==> src/rtl/move_decoder_pkg.sv <==
package move_decoder_pkg;

    typedef enum logic [0:0] {
        ST_PLAIN = 1'b0,
        ST_ARMED = 1'b1
    } pfx_state_e;

    // modules with the top bit of their number set are system modules
    function automatic logic is_system_module(input logic [3:0] mod);
        return mod[3];
    endfunction

endpackage

==> src/rtl/move_decoder_prefix_fsm.sv <==
module move_decoder_prefix_fsm
    import move_decoder_pkg::*;
#(
    parameter int WORD_W   = 16,
    parameter int MOD_W    = 4,
    parameter int SUB_W    = 3,
    parameter int PFX_MOD  = 11,
    parameter int PFX_SUB  = 0,
    localparam int HALF_W  = WORD_W / 2,
    localparam int DST_W   = MOD_W + SUB_W
) (
    input  logic              clk,
    input  logic              rst_n,
    input  logic              in_valid,
    input  logic [WORD_W-1:0] in_word,
    output logic              pfx_word,
    output logic              pfx_live,
    output logic [HALF_W-1:0] pfx_byte
);

    localparam logic [DST_W-1:0] PFX_ADDR = {SUB_W'(PFX_SUB), MOD_W'(PFX_MOD)};

    pfx_state_e state, state_nx;

    // immediate-format move whose raw destination field is the prefix location
    always_comb begin
        pfx_word = !in_word[WORD_W-1] && (in_word[WORD_W-2 -: DST_W] == PFX_ADDR);
    end

    always_ff @(posedge clk) begin
        if (!rst_n) state <= ST_PLAIN;
        else        state <= state_nx;
    end

    always_comb begin
        state_nx = state;
        unique case (state)
            ST_PLAIN: if (in_valid && pfx_word)  state_nx = ST_ARMED;
            ST_ARMED: if (in_valid && !pfx_word) state_nx = ST_PLAIN;
            default:  state_nx = ST_PLAIN;
        endcase
    end

    // payload: captured on a prefix write, cleared once an ordinary word uses it
    always_ff @(posedge clk) begin
        if (!rst_n)        pfx_byte <= '0;
        else if (in_valid) pfx_byte <= pfx_word ? in_word[HALF_W-1:0] : '0;
    end

    always_comb begin
        pfx_live = (state == ST_ARMED);
    end

    p_arm_on_write_r4: assert property (@(posedge clk) disable iff (!rst_n)
        (in_valid && pfx_word) |=> pfx_live);

    p_consumed_after_one_r8: assert property (@(posedge clk) disable iff (!rst_n)
        (in_valid && !pfx_word) |=> (!pfx_live && pfx_byte == '0));

    p_held_while_idle_r10: assert property (@(posedge clk) disable iff (!rst_n)
        !in_valid |=> ($stable(pfx_live) && $stable(pfx_byte)));

endmodule

==> src/rtl/move_decoder_fields.sv <==
module move_decoder_fields
    import move_decoder_pkg::*;
#(
    parameter int WORD_W     = 16,
    parameter int MOD_W      = 4,
    parameter int SUB_W      = 3,
    parameter int SRC_EXT_W  = 1,
    parameter int DST_EXT_W  = 2,
    parameter int SYS_EXT_W  = 1,
    parameter int DST_EXT_LSB = 4,
    localparam int HALF_W    = WORD_W / 2,
    localparam int SRC_BASE_W = HALF_W - MOD_W,
    localparam int SRC_IDX_W = SRC_BASE_W + SRC_EXT_W,
    localparam int DST_IDX_W = SUB_W + DST_EXT_W
) (
    input  logic [WORD_W-1:0]    in_word,
    input  logic [HALF_W-1:0]    pfx_byte,
    output logic                 f_is_imm,
    output logic [WORD_W-1:0]    f_imm,
    output logic [MOD_W-1:0]     f_src_mod,
    output logic [SRC_IDX_W-1:0] f_src_idx,
    output logic [MOD_W-1:0]     f_dst_mod,
    output logic [DST_IDX_W-1:0] f_dst_idx
);

    logic [MOD_W-1:0]     raw_src_mod;
    logic [SRC_BASE_W-1:0] raw_src_idx;
    logic [SRC_EXT_W-1:0] src_ext;
    logic [DST_EXT_W-1:0] dst_ext_raw;
    logic [DST_EXT_W-1:0] dst_ext;

    always_comb begin
        f_is_imm    = !in_word[WORD_W-1];
        raw_src_mod = in_word[MOD_W-1:0];
        raw_src_idx = in_word[HALF_W-1:MOD_W];
        f_dst_mod   = in_word[HALF_W +: MOD_W];
        dst_ext_raw = pfx_byte[DST_EXT_LSB +: DST_EXT_W];
        // system modules take no source extension
        src_ext = is_system_module(raw_src_mod) ? '0 : pfx_byte[SRC_EXT_W-1:0];
    end

    // system destinations reach fewer registers: mask the upper extension bits
    generate
        if (DST_EXT_W > SYS_EXT_W) begin : g_sys_mask
            localparam logic [DST_EXT_W-1:0] SYS_MASK =
                {{(DST_EXT_W-SYS_EXT_W){1'b0}}, {SYS_EXT_W{1'b1}}};
            always_comb begin
                dst_ext = is_system_module(f_dst_mod) ? (dst_ext_raw & SYS_MASK) : dst_ext_raw;
            end
        end else begin : g_no_mask
            always_comb begin
                dst_ext = dst_ext_raw;
            end
        end
    endgenerate

    always_comb begin
        f_dst_idx = {dst_ext, in_word[HALF_W+MOD_W +: SUB_W]};
        if (f_is_imm) begin
            f_imm     = {pfx_byte, in_word[HALF_W-1:0]};
            f_src_mod = '0;
            f_src_idx = '0;
        end else begin
            f_imm     = '0;
            f_src_mod = raw_src_mod;
            f_src_idx = {src_ext, raw_src_idx};
        end
    end

endmodule

==> src/rtl/move_decoder.sv <==
module move_decoder
    import move_decoder_pkg::*;
#(
    parameter int WORD_W      = 16,
    parameter int MOD_W       = 4,
    parameter int SUB_W       = 3,
    parameter int SRC_EXT_W   = 1,
    parameter int DST_EXT_W   = 2,
    parameter int SYS_EXT_W   = 1,
    parameter int DST_EXT_LSB = 4,
    parameter int PFX_MOD     = 11,
    parameter int PFX_SUB     = 0,
    localparam int HALF_W     = WORD_W / 2,
    localparam int SRC_IDX_W  = HALF_W - MOD_W + SRC_EXT_W,
    localparam int DST_IDX_W  = SUB_W + DST_EXT_W
) (
    input  logic                 clk,
    input  logic                 rst_n,
    input  logic                 in_valid,
    input  logic [WORD_W-1:0]    in_word,
    output logic                 dec_valid,
    output logic                 src_is_imm,
    output logic [WORD_W-1:0]    imm_value,
    output logic [MOD_W-1:0]     src_module,
    output logic [SRC_IDX_W-1:0] src_index,
    output logic [MOD_W-1:0]     dst_module,
    output logic [DST_IDX_W-1:0] dst_index,
    output logic                 prefix_pending
);

    logic                 pfx_word;
    logic                 pfx_live;
    logic [HALF_W-1:0]    pfx_byte;
    logic                 f_is_imm;
    logic [WORD_W-1:0]    f_imm;
    logic [MOD_W-1:0]     f_src_mod;
    logic [SRC_IDX_W-1:0] f_src_idx;
    logic [MOD_W-1:0]     f_dst_mod;
    logic [DST_IDX_W-1:0] f_dst_idx;
    logic                 accept;

    move_decoder_prefix_fsm #(
        .WORD_W (WORD_W), .MOD_W (MOD_W), .SUB_W (SUB_W),
        .PFX_MOD(PFX_MOD), .PFX_SUB(PFX_SUB)
    ) u_prefix (
        .clk     (clk),
        .rst_n   (rst_n),
        .in_valid(in_valid),
        .in_word (in_word),
        .pfx_word(pfx_word),
        .pfx_live(pfx_live),
        .pfx_byte(pfx_byte)
    );

    move_decoder_fields #(
        .WORD_W(WORD_W), .MOD_W(MOD_W), .SUB_W(SUB_W),
        .SRC_EXT_W(SRC_EXT_W), .DST_EXT_W(DST_EXT_W),
        .SYS_EXT_W(SYS_EXT_W), .DST_EXT_LSB(DST_EXT_LSB)
    ) u_fields (
        .in_word  (in_word),
        .pfx_byte (pfx_byte),
        .f_is_imm (f_is_imm),
        .f_imm    (f_imm),
        .f_src_mod(f_src_mod),
        .f_src_idx(f_src_idx),
        .f_dst_mod(f_dst_mod),
        .f_dst_idx(f_dst_idx)
    );

    always_comb begin
        accept         = in_valid && !pfx_word;
        prefix_pending = pfx_live;
    end

    always_ff @(posedge clk) begin
        if (!rst_n) begin
            dec_valid  <= 1'b0;
            src_is_imm <= 1'b0;
            imm_value  <= '0;
            src_module <= '0;
            src_index  <= '0;
            dst_module <= '0;
            dst_index  <= '0;
        end else begin
            dec_valid <= accept;
            if (accept) begin
                src_is_imm <= f_is_imm;
                imm_value  <= f_imm;
                src_module <= f_src_mod;
                src_index  <= f_src_idx;
                dst_module <= f_dst_mod;
                dst_index  <= f_dst_idx;
            end
        end
    end

    p_no_pulse_on_prefix_r4: assert property (@(posedge clk) disable iff (!rst_n)
        (in_valid && pfx_word) |=> !dec_valid);

    p_pulse_after_accept_r11: assert property (@(posedge clk) disable iff (!rst_n)
        (in_valid && !pfx_word) |=> dec_valid);

    p_quiet_when_idle_r10: assert property (@(posedge clk) disable iff (!rst_n)
        !in_valid |=> !dec_valid);

    p_plain_imm_high_zero_r1: assert property (@(posedge clk) disable iff (!rst_n)
        (dec_valid && src_is_imm && !$past(pfx_live)) |-> (imm_value[WORD_W-1:HALF_W] == '0));

    p_sys_src_no_ext_r6: assert property (@(posedge clk) disable iff (!rst_n)
        (dec_valid && !src_is_imm && src_module[MOD_W-1]) |-> (src_index[SRC_IDX_W-1] == 1'b0));

    generate
        if (DST_EXT_W > SYS_EXT_W) begin : g_sys_dst_chk
            p_sys_dst_masked_r7: assert property (@(posedge clk) disable iff (!rst_n)
                (dec_valid && dst_module[MOD_W-1]) |-> (dst_index[DST_IDX_W-1] == 1'b0));
        end
    endgenerate

endmodule

==> config.mk <==
export PLATFORM = sky130hd
export DESIGN_NAME = move_decoder
export DESIGN_NICKNAME = d
export VERILOG_FILES = /design/src/rtl/move_decoder_pkg.sv /design/src/rtl/move_decoder_prefix_fsm.sv /design/src/rtl/move_decoder_fields.sv /design/src/rtl/move_decoder.sv
export SDC_FILE = /design/constraint.sdc
export NUM_CORES = 1
export LEC_CHECK = 0
export ABC_AREA = 1
export CORE_MARGIN = 2
export CORE_UTILIZATION = 49
export DETAILED_ROUTE_END_ITERATION = 6
export GPL_TIMING_DRIVEN = 0
export PLACE_DENSITY = 0.79
export REMOVE_ABC_BUFFERS = 1
export SETUP_SLACK_MARGIN = 0.02
export SLEW_MARGIN = 20
export SYNTH_ARGS = -nofsm -noshare
export SYNTH_HDL_FRONTEND = slang
export SYNTH_HIERARCHICAL = 1
export SYNTH_SLANG_ARGS = --single-unit
==> constraint.sdc <==
create_clock -name clk -period 3.3 [get_ports clk]
set_input_delay 0.99 -clock clk [delete_from_list [all_inputs] [get_ports clk]]
set_output_delay 0.99 -clock clk [all_outputs]
set_load 0.03 [all_outputs]
==> impl_metrics.json, run 1 <==
{
  "finalCritPeriodShare_pct": 86.2,
  "grt_overflow_total": 0,
  "drt_drc_violations_left": 0,
  "final-instance-count-excl-fill": 435,
  "drt_wl_total_microns": 4420,
  "drtPass1Iterations": 4,
  "comb_power_share_pct": 20.2,
  "timing_hold_violations_final": 0,
  "status": "completed",
  "utilization_pct": 61.4,
  "grt_setup_unrepaired": "no",
  "post-route-min-period_ns": 2.85,
  "tritoncts": "built",
  "final_clock_skew_ns": 0.00375,
  "dieArea_sq_mm": 0.00534,
  "maxCapViolCount": 0,
  "synth.avg_cell_area_sq_um": 6.81,
  "design.core.area_sq_mm": 0.00466,
  "via_per_inst": 4.58,
  "synth_area_sq_mm": 0.00234,
  "path_clk_slew_ns": 0.08,
  "fin_setup_tns_ns": 0,
  "layout-drive-gt1-share_pct": 9.71,
  "antennaDiodeCount": 0,
  "switching_share_pct": 28.7,
  "via_count_of_the_first_global_routing_pass": 1752,
  "crit_arrival_ns": 3.08,
  "postRouteAntennaNets": 0,
  "die_height_microns": 73.0,
  "ctsRootBufferMaster": "sky130_fd_sc_hd__clkbuf_8",
  "ys_seq_area_share_pct": 38.6,
  "hold-worst-slack_ns": 0.466,
  "postSynthRegisterBits": 45,
  "hpwlAfterDp_microns": 2960,
  "total_setup_violations_reported_at_the_end_of_the_flow": 0,
  "worst_setup_path_start_kind": "input port",
  "fillers": 469,
  "worstMarginPinSlew_ns": 0.932,
  "peakVddDrop_mv": 0.268,
  "critPathLaunch": "in_word[15]",
  "clock-sinks": 45,
  "drtIter0Drc": 78,
  "critical_path_required_ns": 3.54,
  "max-slew-margin-rel_pct": 37.8,
  "worst_r2r_startpoint": "u_prefix/pfx_byte[0]$_SDFFE_PN0P_",
  "ys_warn_count": 6,
  "multi_input_logic_area_sq_um": 973,
  "seq_power_share_pct": 48.4,
  "synth_cell_type_count": 20,
  "gp_routability_congestion": 0.745,
  "clock_share_of_power_pct": 31.4,
  "per_cell_routed_wire_length_microns": 10.2,
  "maximum_fanout_encountered_on_the_critical_timing_path": 36,
  "placementRows": 25,
  "power-per-cell-area_mw_per_mm2": 420,
  "area_growth_pct": 22.6,
  "grt_pass1_wl_microns": 7710,
  "clock_network_latency_to_the_later_pin_of_the_worst_skew_pair_ns": 0.29,
  "achievable-frequency_mhz": 351,
  "intPower_mw": 0.857,
  "grt_max_degree": 38,
  "chipWidth_microns": 73.0,
  "grt_antenna_before_repair": 0,
  "clock_buffers_created_by_tritoncts": 5,
  "netSwitchingPower_mw": 0.344,
  "synthesis.instances": 343,
  "placed_instances": 427,
  "overall_routing_resource_usage_pct": 18.3,
  "min-delay-path-class": "reg -> reg",
  "critPathKind": "in -> reg",
  "count_of_vias_placed_by_the_detailed_router": 1994,
  "cts-htree-levels": 2,
  "static-leakage-power_nw": 1.39,
  "fin_nets": 399,
  "boundaryPins": 56,
  "cts_hold_buffers": 0,
  "holdCritStartpoint": "u_prefix/pfx_byte[1]$_SDFFE_PN0P_",
  "initial_utilization_pct": 50.1,
  "ff_latch_area_sq_um": 901,
  "post_cts.repair.setup_buffers": 0,
  "drv_slew": 0,
  "placement.io_buffers": 55,
  "endpoint_kind": "register",
  "cts.repair.resized": 2,
  "cts-root-to-sink-buffers": 2
}
==> cell usage after synthesis <==
master                     number  share of area, %
sky130_fd_sc_hd__a21oi_1        9               1.9
sky130_fd_sc_hd__and3_1         1              0.27
sky130_fd_sc_hd__buf_2          6               1.3
sky130_fd_sc_hd__buf_4         13               4.2
sky130_fd_sc_hd__buf_6          7               3.4
sky130_fd_sc_hd__clkinv_1       1              0.16
sky130_fd_sc_hd__dfxtp_1       45                39
sky130_fd_sc_hd__inv_1         63                10
sky130_fd_sc_hd__inv_2          4              0.64
sky130_fd_sc_hd__inv_4          1              0.27
sky130_fd_sc_hd__nand2_1       53               8.5
sky130_fd_sc_hd__nand2_2        2              0.54
sky130_fd_sc_hd__nand2_4        2              0.96
sky130_fd_sc_hd__nand3_1       27               5.8
sky130_fd_sc_hd__nand3_2        9               3.9
sky130_fd_sc_hd__nand4_1        8               2.1
sky130_fd_sc_hd__nor2_1        84                13
sky130_fd_sc_hd__nor2_2         4               1.1
sky130_fd_sc_hd__nor2_8         3               2.6
sky130_fd_sc_hd__nor4_1         1              0.27
==> cell families after synthesis <==
kind of cell | Yosys count | share of synthesized area (%)
AO/OA/AOI/OAI | 9 | 1.93
flip-flops | 45 | 38.6
AND/OR/NAND/NOR | 194 | 39.5
buffers and inverters | 95 | 20.0
==> registers in the layout (all words and copies together), names as in the netlist, named ones only <==
register,cells
imm_value,16
u_prefix/pfx_byte,8
dst_index,5
src_index,5
dst_module,4
src_module,4
dec_valid,1
src_is_imm,1
==> power groups by stage <==
stage | registers (mW) | logic (mW) | clock network, mW
6_report | 0.582 | 0.242 | 0.378
5_1_grt | 0.586 | 0.266 | 0.406
4_1_cts | 0.582 | 0.245 | 0.384
3_5_place_dp | 0.595 | 0.244 | 0
3_3_place_gp | 0.593 | 0.241 | 0
2_1_floorplan | 0.647 | 0.0809 | 0
==> routing by layer <==
layer  vias up  wire length, microns  GRT usage (%)
met5         -                     0              0
met4         0                    19           4.94
met3         2                   222           5.11
met2        42                  2200           34.1
met1       874                  1980           20.0
li1       1076                     -              -
==> cells in the final DEF, fill, tap and decap left out, types with 2 or more instances in the layout <==
cell type | netlist | routed
sky130_fd_sc_hd__nor2_1 | 84 | 84
sky130_fd_sc_hd__inv_1 | 63 | 63
sky130_fd_sc_hd__nand2_1 | 53 | 53
sky130_fd_sc_hd__clkdlybuf4s50_1 | 0 | 52
sky130_fd_sc_hd__dfxtp_1 | 45 | 45
sky130_fd_sc_hd__nand3_1 | 27 | 27
sky130_fd_sc_hd__nand3_2 | 9 | 9
sky130_fd_sc_hd__a21oi_1 | 9 | 9
sky130_fd_sc_hd__nand4_1 | 8 | 8
sky130_fd_sc_hd__clkbuf_8 | 0 | 7
sky130_fd_sc_hd__inv_2 | 4 | 4
sky130_fd_sc_hd__nor2_2 | 4 | 4
sky130_fd_sc_hd__nor2_8 | 3 | 3
sky130_fd_sc_hd__buf_2 | 6 | 2
sky130_fd_sc_hd__nand2_2 | 2 | 2
sky130_fd_sc_hd__nand2_4 | 2 | 2
==> critical path: stages <==
cell                            delay [ns]
sky130_fd_sc_hd__dlygate4sd2_1        0.54
sky130_fd_sc_hd__inv_1                0.18
sky130_fd_sc_hd__nand2_2              0.12
sky130_fd_sc_hd__nor4_2               0.56
sky130_fd_sc_hd__inv_4                0.32
sky130_fd_sc_hd__nand3_1              0.18
sky130_fd_sc_hd__nand2_1              0.07
sky130_fd_sc_hd__nor2_2               0.11
==> final cells by class <==
cell class	count	share of cell area, %
Clock inverter	1	0.175
Clock buffer	7	3.36
Sequential cell	45	31.5
Inverter	69	9.13
Multi-Input combinational cell	203	34.0
Tap cell	54	2.36
Timing Repair Buffer	56	19.5
==> final timing paths <==
path,endpoint,slack [ns],cells past startpoint
setup / recovery,imm_value[14]$_SDFFE_PN0P_,0.45,8
hold / removal,u_prefix/pfx_byte[1]$_SDFFE_PN0P_,0.47,2
setup reg to reg,src_index[4]$_SDFFE_PN0P_,2.46,6
hold reg to reg,u_prefix/pfx_byte[1]$_SDFFE_PN0P_,0.47,2
==> through the flow <==
step | total power [mW] | setup slack (ns) | cell area [sq um]
after global placement | 0.835 | -0.660 | 2750
after detailed placement | 0.839 | -0.672 | 2760
after CTS | 1.21 | 0.422 | 2860
final | 1.20 | 0.454 | 2860
after floorplan | 0.728 | 0.576 | 2130
after global routing | 1.26 | 0.253 | 2860
Power figures use the tool's default switching activity.
==> run 2, diff against run 1 <==
--- a/config.mk
+++ b/config.mk
@@ -7,5 +7,4 @@
 export LEC_CHECK = 0
 export ABC_AREA = 1
-export CORE_MARGIN = 2
 export CORE_UTILIZATION = 49
 export DETAILED_ROUTE_END_ITERATION = 6
==> constraint.sdc (replaced) <==
create_clock -name clk -period 3.3 [get_ports clk]
set_input_delay 0.66 -clock clk [delete_from_list [all_inputs] [get_ports clk]]
set_output_delay 0.66 -clock clk [all_outputs]
set_load 0.03 [all_outputs]
==> run 2 against run 1 <==
Compared with the run above:
- the flow now finishes with violations (design-rule violations)
- sequential power is essentially flat
- core utilization rose by 2.7 points
- routed wire length down 1.4%
- fmax is 1.8% lower
- clock power shrank 2%
==> impl_metrics.json, run 2 (synthesis results as in run 1) <==
{
  "status": "finished with violations",
  "violated_checks": "design-rule violations",
  "gp_routability_congestion": 0.720,
  "grt_setup_unrepaired": "no",
  "hold_end": "u_prefix/pfx_byte[3]$_SDFFE_PN0P_",
  "post-route-min-period_ns": 2.90,
  "static-leakage-power_nw": 1.40,
  "via_count_of_the_first_global_routing_pass": 1849,
  "dieArea_sq_mm": 0.00505,
  "count_of_vias_placed_by_the_detailed_router": 1946,
  "worst_setup_path_start_kind": "input port",
  "maxCapViolCount": 0,
  "layout_commonest_cell": "sky130_fd_sc_hd__nor2_1",
  "postLayoutSetupSlackWorst_ns": 0.402,
  "clock_network_latency_to_the_later_pin_of_the_worst_skew_pair_ns": 0.29,
  "total_setup_violations_reported_at_the_end_of_the_flow": 0,
  "postRouteAntennaNets": 0,
  "dp_slack_ns": -0.386,
  "fin_nets": 399,
  "tritoncts": "built",
  "per_cell_routed_wire_length_microns": 10.1,
  "area_growth_pct": 22.9,
  "worst_hold_path_stage_count": 2,
  "drv_slew": 0,
  "peakVddDrop_mv": 0.246,
  "crit_arrival_ns": 3.13,
  "endpoint_kind": "register",
  "final_clock_skew_ns": 0.00158,
  "overall_routing_resource_usage_pct": 19.6,
  "grt_antenna_before_repair": 0,
  "holdCritStartpoint": "u_prefix/pfx_byte[3]$_SDFFE_PN0P_",
  "reg_top3": "imm_value: 16 flops, u_prefix/pfx_byte: 8 flops",
  "boundaryPins": 56,
  "die_height_microns": 71.0,
  "path_clk_slew_ns": 0.08,
  "grt_overflow_total": 0,
  "antennaDiodeCount": 0,
  "rr_endpoint": "src_index[4]$_SDFFE_PN0P_",
  "timing.reg2reg.setup_slack_ns": 2.45,
  "timing_hold_violations_final": 0,
  "min-delay-path-class": "reg -> reg",
  "critical_path_required_ns": 3.53,
  "utilization_pct": 64.1,
  "totalPowerFinal_mw": 1.20,
  "worstMarginPinSlew_ns": 0.904,
  "chipWidth_microns": 71.0,
  "grt_max_degree": 38,
  "grt_pass1_wl_microns": 7940,
  "maximum_fanout_encountered_on_the_critical_timing_path": 36,
  "initial_utilization_pct": 52.2,
  "cts-htree-levels": 2,
  "ctsRootBufferMaster": "sky130_fd_sc_hd__clkbuf_8",
  "placement.io_buffers": 55,
  "power-per-cell-area_mw_per_mm2": 417,
  "hpwlAfterDp_microns": 2830,
  "drt_wl_total_microns": 4360,
  "max-slew-margin-rel_pct": 39.6,
  "cts-root-to-sink-buffers": 2,
  "placementRows": 24,
  "regMostFlops": "imm_value",
  "worst_r2r_startpoint": "u_prefix/pfx_byte[0]$_SDFFE_PN0P_",
  "drtPass1Iterations": 7,
  "clock_buffers_created_by_tritoncts": 5,
  "finalCritPeriodShare_pct": 87.8,
  "drt_drc_violations_left": 4,
  "drtIter0Drc": 115,
  "via_per_inst": 4.49,
  "clock-sinks": 45,
  "critPathKind": "in -> reg",
  "layout_common_cells": "84 x sky130_fd_sc_hd__nor2_1, 63 x sky130_fd_sc_hd__inv_1, 53 x sky130_fd_sc_hd__nand2_1, 53 x sky130_fd_sc_hd__clkdlybuf4s50_1, 45 x sky130_fd_sc_hd__dfxtp_1",
  "design.core.area_sq_mm": 0.00447,
  "largest_register_ff_count": 16,
  "achievable-frequency_mhz": 345,
  "layout-drive-gt1-share_pct": 9.71,
  "reg2reg_depth": 6
}
## run 2: changes by cell type in the layout (fill, tap and decap cells not counted)
cell                              previous run  this run
sky130_fd_sc_hd__buf_16                      0         1
sky130_fd_sc_hd__clkdlybuf4s50_1            52        53
sky130_fd_sc_hd__buf_12                      1         0
sky130_fd_sc_hd__dlygate4sd2_1               1         0
## run 2: critical path: stages
cell                              delay [ns]
sky130_fd_sc_hd__clkdlybuf4s50_1        0.88
sky130_fd_sc_hd__inv_1                  0.22
sky130_fd_sc_hd__nand2_2                0.13
sky130_fd_sc_hd__nor4_2                 0.55
sky130_fd_sc_hd__inv_4                  0.32
sky130_fd_sc_hd__nand3_1                0.18
sky130_fd_sc_hd__nand2_1                0.06
sky130_fd_sc_hd__nor2_1                 0.12
## run 2: cell type report
class	instances	area, sq um
clock buffers	7	96.3
clock inverters	1	5.00
fillers	433	1600
inverters	69	262
multi-input cells	203	973
flip-flops and latches	45	901
well taps	52	65.1
repair buffers	56	568
## run 2: layer usage
| metal | track usage [%] | vias to the layer above | routed length [microns] |
|---|---|---|---|
| met4 | 6.00 | 0 | 47 |
| met3 | 4.27 | 4 | 226 |
| met5 | 0 | - | 0 |
| met1 | 22.2 | 813 | 1930 |
| li1 | - | 1080 | - |
| met2 | 36.4 | 49 | 2160 |
## run 2: metrics by stage
step | cells | instance area (sq um) | setup TNS [ns] | hold WS, ns
6_report | 433 | 2870 | 0 | 0.468
3_3_place_gp | 424 | 2750 | -10.47 | 0.452
2_1_floorplan | 317 | 2130 | 0 | 0.444
5_1_grt | 433 | 2870 | 0 | 0.487
3_5_place_dp | 425 | 2760 | -12.40 | 0.457
4_1_cts | 433 | 2870 | 0 | 0.470
## run 2: worst max path at each step
stage                                             to        start  slack, ns
after floorplan            dst_index[1]$_SDFFE_PN0P_  in_word[10]       0.91
after global placement    imm_value[14]$_SDFFE_PN0P_  in_word[15]      -0.32
after detailed placement   src_index[0]$_SDFFE_PN0P_  in_word[15]      -0.39
after CTS                  src_index[0]$_SDFFE_PN0P_  in_word[15]       0.36
after global routing      src_module[3]$_SDFFE_PN0P_  in_word[15]       0.09
final                      src_index[0]$_SDFFE_PN0P_  in_word[15]       0.40
## run 2: power breakdown
| group | internal [mW] | switching [mW] | total, mW | leakage [nW] |
|---|---|---|---|---|
| clock | 0.189 | 0.181 | 0.371 | 0.0542 |
| combinational | 0.0998 | 0.144 | 0.243 | 0.972 |
| sequential | 0.569 | 0.0125 | 0.582 | 0.370 |
| total | 0.858 | 0.337 | 1.20 | 1.40 |
## run 2: timing repair
action / CTS / global route
setup endpoints to repair: 36 / 0
gates resized for setup: 1 / 0
setup buffers: 0 / 0
hold buffers: 0 / 0
